**src/rtl/baud_meter_pkg.sv**
```systemverilog
package baud_meter_pkg;
  // Strobes from control to datapath, valid for the current cycle
  typedef struct packed {
    logic init;      // start of a fresh measurement
    logic run;       // measuring, no start this cycle
    logic anyEdge;   // line changed level while measuring
    logic edgeOk;    // edge ends a run at least glitchWidth long
    logic lowDone;   // accepted end of a complete low run
    logic highDone;  // accepted end of a complete high run
    logic riseEdge;  // accepted rising edge
    logic riseLoad;  // accepted rising edge with a previous one seen
    logic fallEdge;  // accepted falling edge
    logic fallLoad;  // accepted falling edge with a previous one seen
  } meas_strobe_t;
endpackage

```
**src/rtl/baud_rx_sync.sv**
```systemverilog
module baud_rx_sync #(
  parameter int SYNC_STAGES = 2
) (
  input  logic clk,
  input  logic rstN,
  input  logic rxIn,
  output logic rxLvl,
  output logic rxPrev
);
  localparam int PIPE_W = SYNC_STAGES + 1;

  logic [PIPE_W-1:0] pipe;

  // synchronizer stages plus one history flop for edge detection
  always_ff @(posedge clk or negedge rstN) begin
    if (!rstN) pipe <= '1;
    else       pipe <= {pipe[PIPE_W-2:0], rxIn};
  end

  assign rxLvl  = pipe[SYNC_STAGES-1];
  assign rxPrev = pipe[SYNC_STAGES];
endmodule

```
**src/rtl/baud_ctrl.sv**
```systemverilog
module baud_ctrl
  import baud_meter_pkg::*;
#(
  parameter int CNT_W    = 20,
  parameter int GLITCH_W = 8
) (
  input  logic                clk,
  input  logic                rstN,
  input  logic                measEn,
  input  logic                clearIn,
  input  logic [GLITCH_W-1:0] glitchWidth,
  input  logic                rxLvl,
  input  logic                rxPrev,
  input  logic [CNT_W-1:0]    runLen,
  output meas_strobe_t        strb
);
  localparam int CMP_W = (CNT_W > GLITCH_W) ? CNT_W : GLITCH_W;

  logic enPrev;
  logic haveEdge;
  logic haveRise;
  logic haveFall;
  logic widthOk;
  logic [CMP_W-1:0] runExt;
  logic [CMP_W-1:0] glitchExt;

  assign runExt    = CMP_W'(runLen);
  assign glitchExt = CMP_W'(glitchWidth);
  assign widthOk   = runExt >= glitchExt;

  always_comb begin
    strb          = '0;
    strb.init     = clearIn | (measEn & ~enPrev);
    strb.run      = measEn & ~strb.init;
    strb.anyEdge  = strb.run & (rxLvl ^ rxPrev);
    strb.edgeOk   = strb.anyEdge & widthOk;
    strb.lowDone  = strb.edgeOk & haveEdge & ~rxPrev;
    strb.highDone = strb.edgeOk & haveEdge & rxPrev;
    strb.riseEdge = strb.edgeOk & rxLvl;
    strb.fallEdge = strb.edgeOk & ~rxLvl;
    strb.riseLoad = strb.riseEdge & haveRise;
    strb.fallLoad = strb.fallEdge & haveFall;
  end

  always_ff @(posedge clk or negedge rstN) begin
    if (!rstN) begin
      enPrev   <= 1'b0;
      haveEdge <= 1'b0;
      haveRise <= 1'b0;
      haveFall <= 1'b0;
    end else begin
      enPrev <= measEn;
      if (strb.init) begin
        haveEdge <= 1'b0;
        haveRise <= 1'b0;
        haveFall <= 1'b0;
      end else begin
        if (strb.anyEdge)  haveEdge <= 1'b1;
        if (strb.riseEdge) haveRise <= 1'b1;
        if (strb.fallEdge) haveFall <= 1'b1;
      end
    end
  end
endmodule

```
**src/rtl/baud_datapath.sv**
```systemverilog
module baud_datapath
  import baud_meter_pkg::*;
#(
  parameter int CNT_W  = 20,
  parameter int EDGE_W = 10
) (
  input  logic              clk,
  input  logic              rstN,
  input  meas_strobe_t      strb,
  output logic [CNT_W-1:0]  runLen,
  output logic [CNT_W-1:0]  minLow,
  output logic [CNT_W-1:0]  minHigh,
  output logic [EDGE_W-1:0] edgeCount,
  output logic [CNT_W-1:0]  risePeriod,
  output logic [CNT_W-1:0]  fallPeriod
);
  localparam logic [CNT_W-1:0]  CNT_MAX  = '1;
  localparam logic [EDGE_W-1:0] EDGE_MAX = '1;
  localparam int N_IVL = 3;  // 0: current run, 1: since rise, 2: since fall

  logic [CNT_W-1:0] ivl [N_IVL];
  logic [N_IVL-1:0] restart;
  logic [CNT_W-1:0] minReg [2];  // 0: low, 1: high
  logic [1:0]       minDone;
  logic [CNT_W-1:0] perReg [2];  // 0: rise, 1: fall
  logic [1:0]       perLoad;
  logic [EDGE_W-1:0] edgeReg;

  assign restart = {strb.fallEdge, strb.riseEdge, strb.anyEdge};
  assign minDone = {strb.highDone, strb.lowDone};
  assign perLoad = {strb.fallLoad, strb.riseLoad};

  // saturating interval counters
  for (genvar i = 0; i < N_IVL; i++) begin : g_ivl
    always_ff @(posedge clk or negedge rstN) begin
      if (!rstN)                   ivl[i] <= '0;
      else if (strb.init)          ivl[i] <= '0;
      else if (strb.run) begin
        if (restart[i])            ivl[i] <= CNT_W'(1);
        else if (ivl[i] != CNT_MAX) ivl[i] <= ivl[i] + 1'b1;
      end
    end
  end

  // running minima of complete runs, per polarity
  for (genvar p = 0; p < 2; p++) begin : g_min
    always_ff @(posedge clk or negedge rstN) begin
      if (!rstN)                                 minReg[p] <= CNT_MAX;
      else if (strb.init)                        minReg[p] <= CNT_MAX;
      else if (minDone[p] && ivl[0] < minReg[p]) minReg[p] <= ivl[0];
    end
  end

  // same-polarity edge spacing
  for (genvar p = 0; p < 2; p++) begin : g_per
    always_ff @(posedge clk or negedge rstN) begin
      if (!rstN)           perReg[p] <= '0;
      else if (strb.init)  perReg[p] <= '0;
      else if (perLoad[p]) perReg[p] <= ivl[p+1];
    end
  end

  always_ff @(posedge clk or negedge rstN) begin
    if (!rstN)                                edgeReg <= '0;
    else if (strb.init)                       edgeReg <= '0;
    else if (strb.edgeOk && edgeReg != EDGE_MAX) edgeReg <= edgeReg + 1'b1;
  end

  assign runLen     = ivl[0];
  assign minLow     = minReg[0];
  assign minHigh    = minReg[1];
  assign risePeriod = perReg[0];
  assign fallPeriod = perReg[1];
  assign edgeCount  = edgeReg;
endmodule

```
**src/rtl/baud_meter.sv**
```systemverilog
module baud_meter
  import baud_meter_pkg::*;
#(
  parameter int CNT_W       = 20,
  parameter int EDGE_W      = 10,
  parameter int GLITCH_W    = 8,
  parameter int SYNC_STAGES = 2
) (
  input  logic                clk,
  input  logic                rstN,
  input  logic                rxIn,
  input  logic                measEn,
  input  logic [GLITCH_W-1:0] glitchWidth,
  input  logic                clearIn,
  output logic [CNT_W-1:0]    minLow,
  output logic [CNT_W-1:0]    minHigh,
  output logic [EDGE_W-1:0]   edgeCount,
  output logic [CNT_W-1:0]    risePeriod,
  output logic [CNT_W-1:0]    fallPeriod
);
  logic         rxLvl;
  logic         rxPrev;
  logic [CNT_W-1:0] runLen;
  meas_strobe_t ctrlStrb;
  logic         strbInit;

  assign strbInit = ctrlStrb.init;

  baud_rx_sync #(.SYNC_STAGES(SYNC_STAGES)) sync_i (
    .clk(clk), .rstN(rstN), .rxIn(rxIn), .rxLvl(rxLvl), .rxPrev(rxPrev)
  );

  baud_ctrl #(.CNT_W(CNT_W), .GLITCH_W(GLITCH_W)) ctrl_i (
    .clk(clk), .rstN(rstN), .measEn(measEn), .clearIn(clearIn),
    .glitchWidth(glitchWidth), .rxLvl(rxLvl), .rxPrev(rxPrev),
    .runLen(runLen), .strb(ctrlStrb)
  );

  baud_datapath #(.CNT_W(CNT_W), .EDGE_W(EDGE_W)) dp_i (
    .clk(clk), .rstN(rstN), .strb(ctrlStrb), .runLen(runLen),
    .minLow(minLow), .minHigh(minHigh), .edgeCount(edgeCount),
    .risePeriod(risePeriod), .fallPeriod(fallPeriod)
  );
endmodule

```
**config.mk**
```make
export PLATFORM = sky130hd
export DESIGN_NAME = baud_meter
export DESIGN_NICKNAME = d
export VERILOG_FILES = /design/src/rtl/baud_meter_pkg.sv /design/src/rtl/baud_rx_sync.sv /design/src/rtl/baud_ctrl.sv /design/src/rtl/baud_datapath.sv /design/src/rtl/baud_meter.sv
export SDC_FILE = /design/constraint.sdc
export NUM_CORES = 1
export LEC_CHECK = 0
export CELL_PAD_IN_SITES_DETAIL_PLACEMENT = 0
export CELL_PAD_IN_SITES_GLOBAL_PLACEMENT = 2
export CORE_ASPECT_RATIO = 0.6
export CORE_MARGIN = 2
export CORE_UTILIZATION = 43
export CTS_CLUSTER_DIAMETER = 50
export DETAILED_ROUTE_END_ITERATION = 8
export DONT_BUFFER_PORTS = 1
export PLACE_DENSITY_LB_ADDON = 0.3
export SYNTH_ARGS = -nofsm -noshare
export SYNTH_HDL_FRONTEND = slang
export SYNTH_SLANG_ARGS = --single-unit
```
**constraint.sdc**
```tcl
create_clock -name clk -period 4.4 [get_ports clk]
set_input_delay 1.32 -clock clk [delete_from_list [all_inputs] [get_ports clk]]
set_output_delay 1.32 -clock clk [all_outputs]
set_load 0.01 [all_outputs]
```
==> impl.org <==
** Status
- The flow ran to the end, and the final reports show no timing, DRC or antenna violations.

** Clock network
- In this run the clock root is driven by a sky130_fd_sc_hd__clkbuf_16.
- Num CTS Buffers :: 17
- Post-CTS Resized :: 0
- The clock reaches the later pin of the worst-skew pair after around 430 ps.
- Once the clock tree was built, the setup fixing pass inserted 0 buffers.
- In this run the deepest clock path goes through 2 buffers.
- CTS tree :: built
- Clock tree synthesis found a total of roughly 160 sinks.
- Level count of the clock H-tree :: 4
- Clock-pin slew was measured on the worst setup and hold paths at ~60 ps.
- The number of hold buffers added after CTS was 0.

** Timing
- Setup total negative slack on the finished layout was measured at 0 ps.
- Worst Skew :: 6.320 ps
- For the pin with the worst max-slew slack, the measured transition is between 1000 and 1500 ps.
- Derived from the worst setup path, the maximum achievable clock frequency is 0.3020 GHz.
- Setup repair after global routing left no endpoint under its margin.
- Worst slew slack as a fraction of its limit :: 0.2602
- The tightest hold path in the finished design has a slack of between 300 and 400 ps.
- In the finished design, the share of the clock period the worst path needs comes to 0.7526.
- The smallest clock period supported by the final layout is computed as ~3300 ps.
- Setup violations remaining at the end of the flow were counted as 0.
- Endpoints failing hold :: 0
- The count of final max-slew check failures came to 0.

** Die
- For this configuration, the core starts out at a cell density of 0.4352.
- Vertical extent of the die :: approximately 110 um
- In this run the standard cell core region covers just under 0.02 mm^2.
- Chip Width :: between 150 and 200 um
- Site Rows :: 40
- Number of primary I/O pins :: ~100
- Die Outline Area :: between 0.02 and 0.025 mm^2

** Route
- Vias :: 6,399
- Iter 0 DRT Violations :: between 300 and 400
- Using the TritonRoute via totals, the vias-per-cell ratio works out to around 5.4.
- For this run, design rule violations remaining after detail routing come to 0.
- Initial DRT Pass Iterations :: 5
- Avg WL per Cell :: 18.31 um
- Wires add up to ~22 mm.
- Final ANT Viol Nets :: 0

** Power and ir drop
- Power, Total :: 3.226 mW
- The analysis attributes to cell leakage a power of about 4.5 nW.
- Worst vdd rail ir drop :: around 0.00029 V
- Power per unit of standard cell area :: between 300 and 400 mW/mm^2

** Worst setup path
- Worst Path Class, Setup :: in2reg
- The worst setup path is captured at a flip-flop.
- For the worst setup path, the data arrival time is about 3700 ps.
- Startpoint type of the worst setup path :: input port
- Data on the critical path is required at its endpoint by 4750 ps.
- Along the worst path, the maximum fanout reaches 11.

** Placement
- In this run the tool buffered the top-level ports with 0 buffer cells.
- Detail Placement HPWL :: 15.74 mm
- Final RePlAce weighted congestion :: 0.8551
- Instance count after placement with tap cells included :: about 1,200

** Cells and area
- In the final layout, the multi-input gates occupy approximately 0.0042 mm^2.
- The number of antenna diodes in the final layout is 0.
- Total number of nets in the final design :: approximately 960
- The filler cells instantiated in the layout total between 1,500 and 2,000.
- Area of all sequential standard cells :: 0.003983 mm^2
- The finished layout holds around 1,200 standard cells, fillers aside.
- Of the cells placed in the final design, the portion with a size suffix greater than 1 is 0.1098.
- The area growth from synthesis to layout is 10.85%.

** GRT
- In the global route stage, overall resource usage came out at 0.2113.
- The number of antenna violations at the first check in global routing came to 0.
- Entering global routing, the biggest net connects between 150 and 200 pins.
- Via count of the first global-routing pass :: 6,262
- After global routing the overflow that remains totals 0.
- The first global-routing pass estimated roughly 35 mm of wire.

** Hold path
- Min-delay worst type :: reg2reg

** Flow run
- Max-Cap Viols :: 0

** Yosys
- The synthesized design contains 0 enable-type register cells.
- During synthesis, Yosys emitted a total of 0 warnings.
- The synthesized design contains around 160 register bits.
- Nets in the synthesized netlist :: approximately 1,000
- The biggest area contributor in the post-synthesis netlist is sky130_fd_sc_hd__dfrtp_1.
- After synthesis the cells add up to 0.008625 mm^2.
- Of the post-synthesis cell area, the dominant cell type holds 0.3308.
- In the post-synthesis netlist, the cell with the most instances is sky130_fd_sc_hd__nor2_1.
- Fraction of the yosys area taken by sequential cells :: 0.4618
- Each instance of the synthesized netlist takes up on average roughly 9.5 um^2.
- Commonest register cell after synthesis :: sky130_fd_sc_hd__dfrtp_1
- By count the netlist is led by sky130_fd_sc_hd__nor2_1 (133), sky130_fd_sc_hd__dfrtp_1 (114), sky130_fd_sc_hd__nand2_1 (100).
- The number of different library cells used by synthesis comes to 57.
- For this run, asynchronously set or reset flops after synthesis account for 1.000.
- Ranked by total cell area, the synthesized netlist is headed by sky130_fd_sc_hd__dfrtp_1 (33%), sky130_fd_sc_hd__dfstp_2 (13%), sky130_fd_sc_hd__mux2i_1 (7.9%).
- Gate Count Post-Synth :: slightly above 900
cell usage in the layout, fill, tap and decap left out, types with 17 or more instances in the layout:
cell                          n
sky130_fd_sc_hd__dfrtp_1    114
sky130_fd_sc_hd__a21oi_1     25
sky130_fd_sc_hd__nand3_1     32
sky130_fd_sc_hd__o21ai_0     31
sky130_fd_sc_hd__nor2_1     133
sky130_fd_sc_hd__mux2i_1     68
sky130_fd_sc_hd__inv_1       76
sky130_fd_sc_hd__dfstp_2     43
sky130_fd_sc_hd__nand2_1    100
sky130_fd_sc_hd__xnor2_1     37
sky130_fd_sc_hd__clkbuf_16   17
sky130_fd_sc_hd__ha_1        50
where the power goes:
group	internal [mW]	switching [mW]	leakage [nW]
Sequential	1.45	0.0116	2.04
Clock	1.06	0.603	0.329
Combinational	0.0251	0.0682	2.13
per-stage QoR:
step,cell area [um^2],setup WS [ps],utilization
final,9560,1089,0.4824
after detailed placement,8894,625.0,0.4487
after global placement,8894,750.0,0.4487
after CTS,9560,1077,0.4824
after global routing,9560,925.9,0.4824
after floorplan,8625,1258,-
worst max-delay path, stage by stage:
cell,delay [ps]
sky130_fd_sc_hd__inv_1,30
sky130_fd_sc_hd__ha_1,280
sky130_fd_sc_hd__nand2_1,50
sky130_fd_sc_hd__o21ai_0,230
sky130_fd_sc_hd__o2111ai_2,350
sky130_fd_sc_hd__a21oi_1,310
sky130_fd_sc_hd__o2111ai_2,480
sky130_fd_sc_hd__buf_4,400
sky130_fd_sc_hd__mux2i_1,190
routing by layer:
| layer | wire (um) | part of all wire | global-route usage |
|---|---|---|---|
| met1 | 11780 | 0.54 | 0.3337 |
| met2 | 8195 | 0.38 | 0.2704 |
| met3 | 1427 | 0.066 | 0.06215 |
| met4 | 285 | 0.013 | 0.06296 |
| met5 | 0 | 0 | 0 |
cell type report:
cell class,count,share of cell area
clock buffers,21,0.05026
clock inverters,11,0.01950
inverters,76,0.02984
multi-input cells,635,0.4395
flip-flops and latches,157,0.4166
well taps,273,0.03573
repair buffers,11,0.008638
cell families (layout without fill, tap and decap cells):
logic type               count (synthesis)  after routing  share of synthesized area
AND/OR/NAND/NOR                        359            359                     0.1966
flip-flops                             157            157                     0.4618
buffers and inverters                  120            119                    0.05469
AO/OA/AOI/OAI                          106            106                    0.08240
multiplexers                            69             69                    0.08023
XOR/XNOR                                51             51                    0.05179
adder cells (fa/ha/maj)                 50             50                    0.07254
sequential cells by signal, summed over array words and instances (netlist names):
name,flops
ctrl_i.enPrev,1
dp_i.runLen,20
ctrl_i.haveFall,1
dp_i.edgeCount,10
dp_i.minLow,20
dp_i.ivl,40
ctrl_i.haveEdge,1
sync_i.pipe,3
ctrl_i.haveRise,1
dp_i.risePeriod,20
dp_i.minHigh,20
dp_i.fallPeriod,20
worst paths after layout:
check                                      from               to  slack, ps  cells past startpoint
worst max-delay path             glitchWidth[2]   dp_i.minLow[9]       1090                      9
worst min-delay path             sync_i.pipe[0]   sync_i.pipe[1]        360                      0
worst max register to register  dp_i.minLow[11]   dp_i.minLow[9]       1280                      8
worst min register to register   sync_i.pipe[0]   sync_i.pipe[1]        360                      0
max in group asynchronous                  rstN   dp_i.minLow[2]       3490                      0
min in group asynchronous                  rstN  dp_i.runLen[12]        610                      0
(Power assumes the default switching activity.)
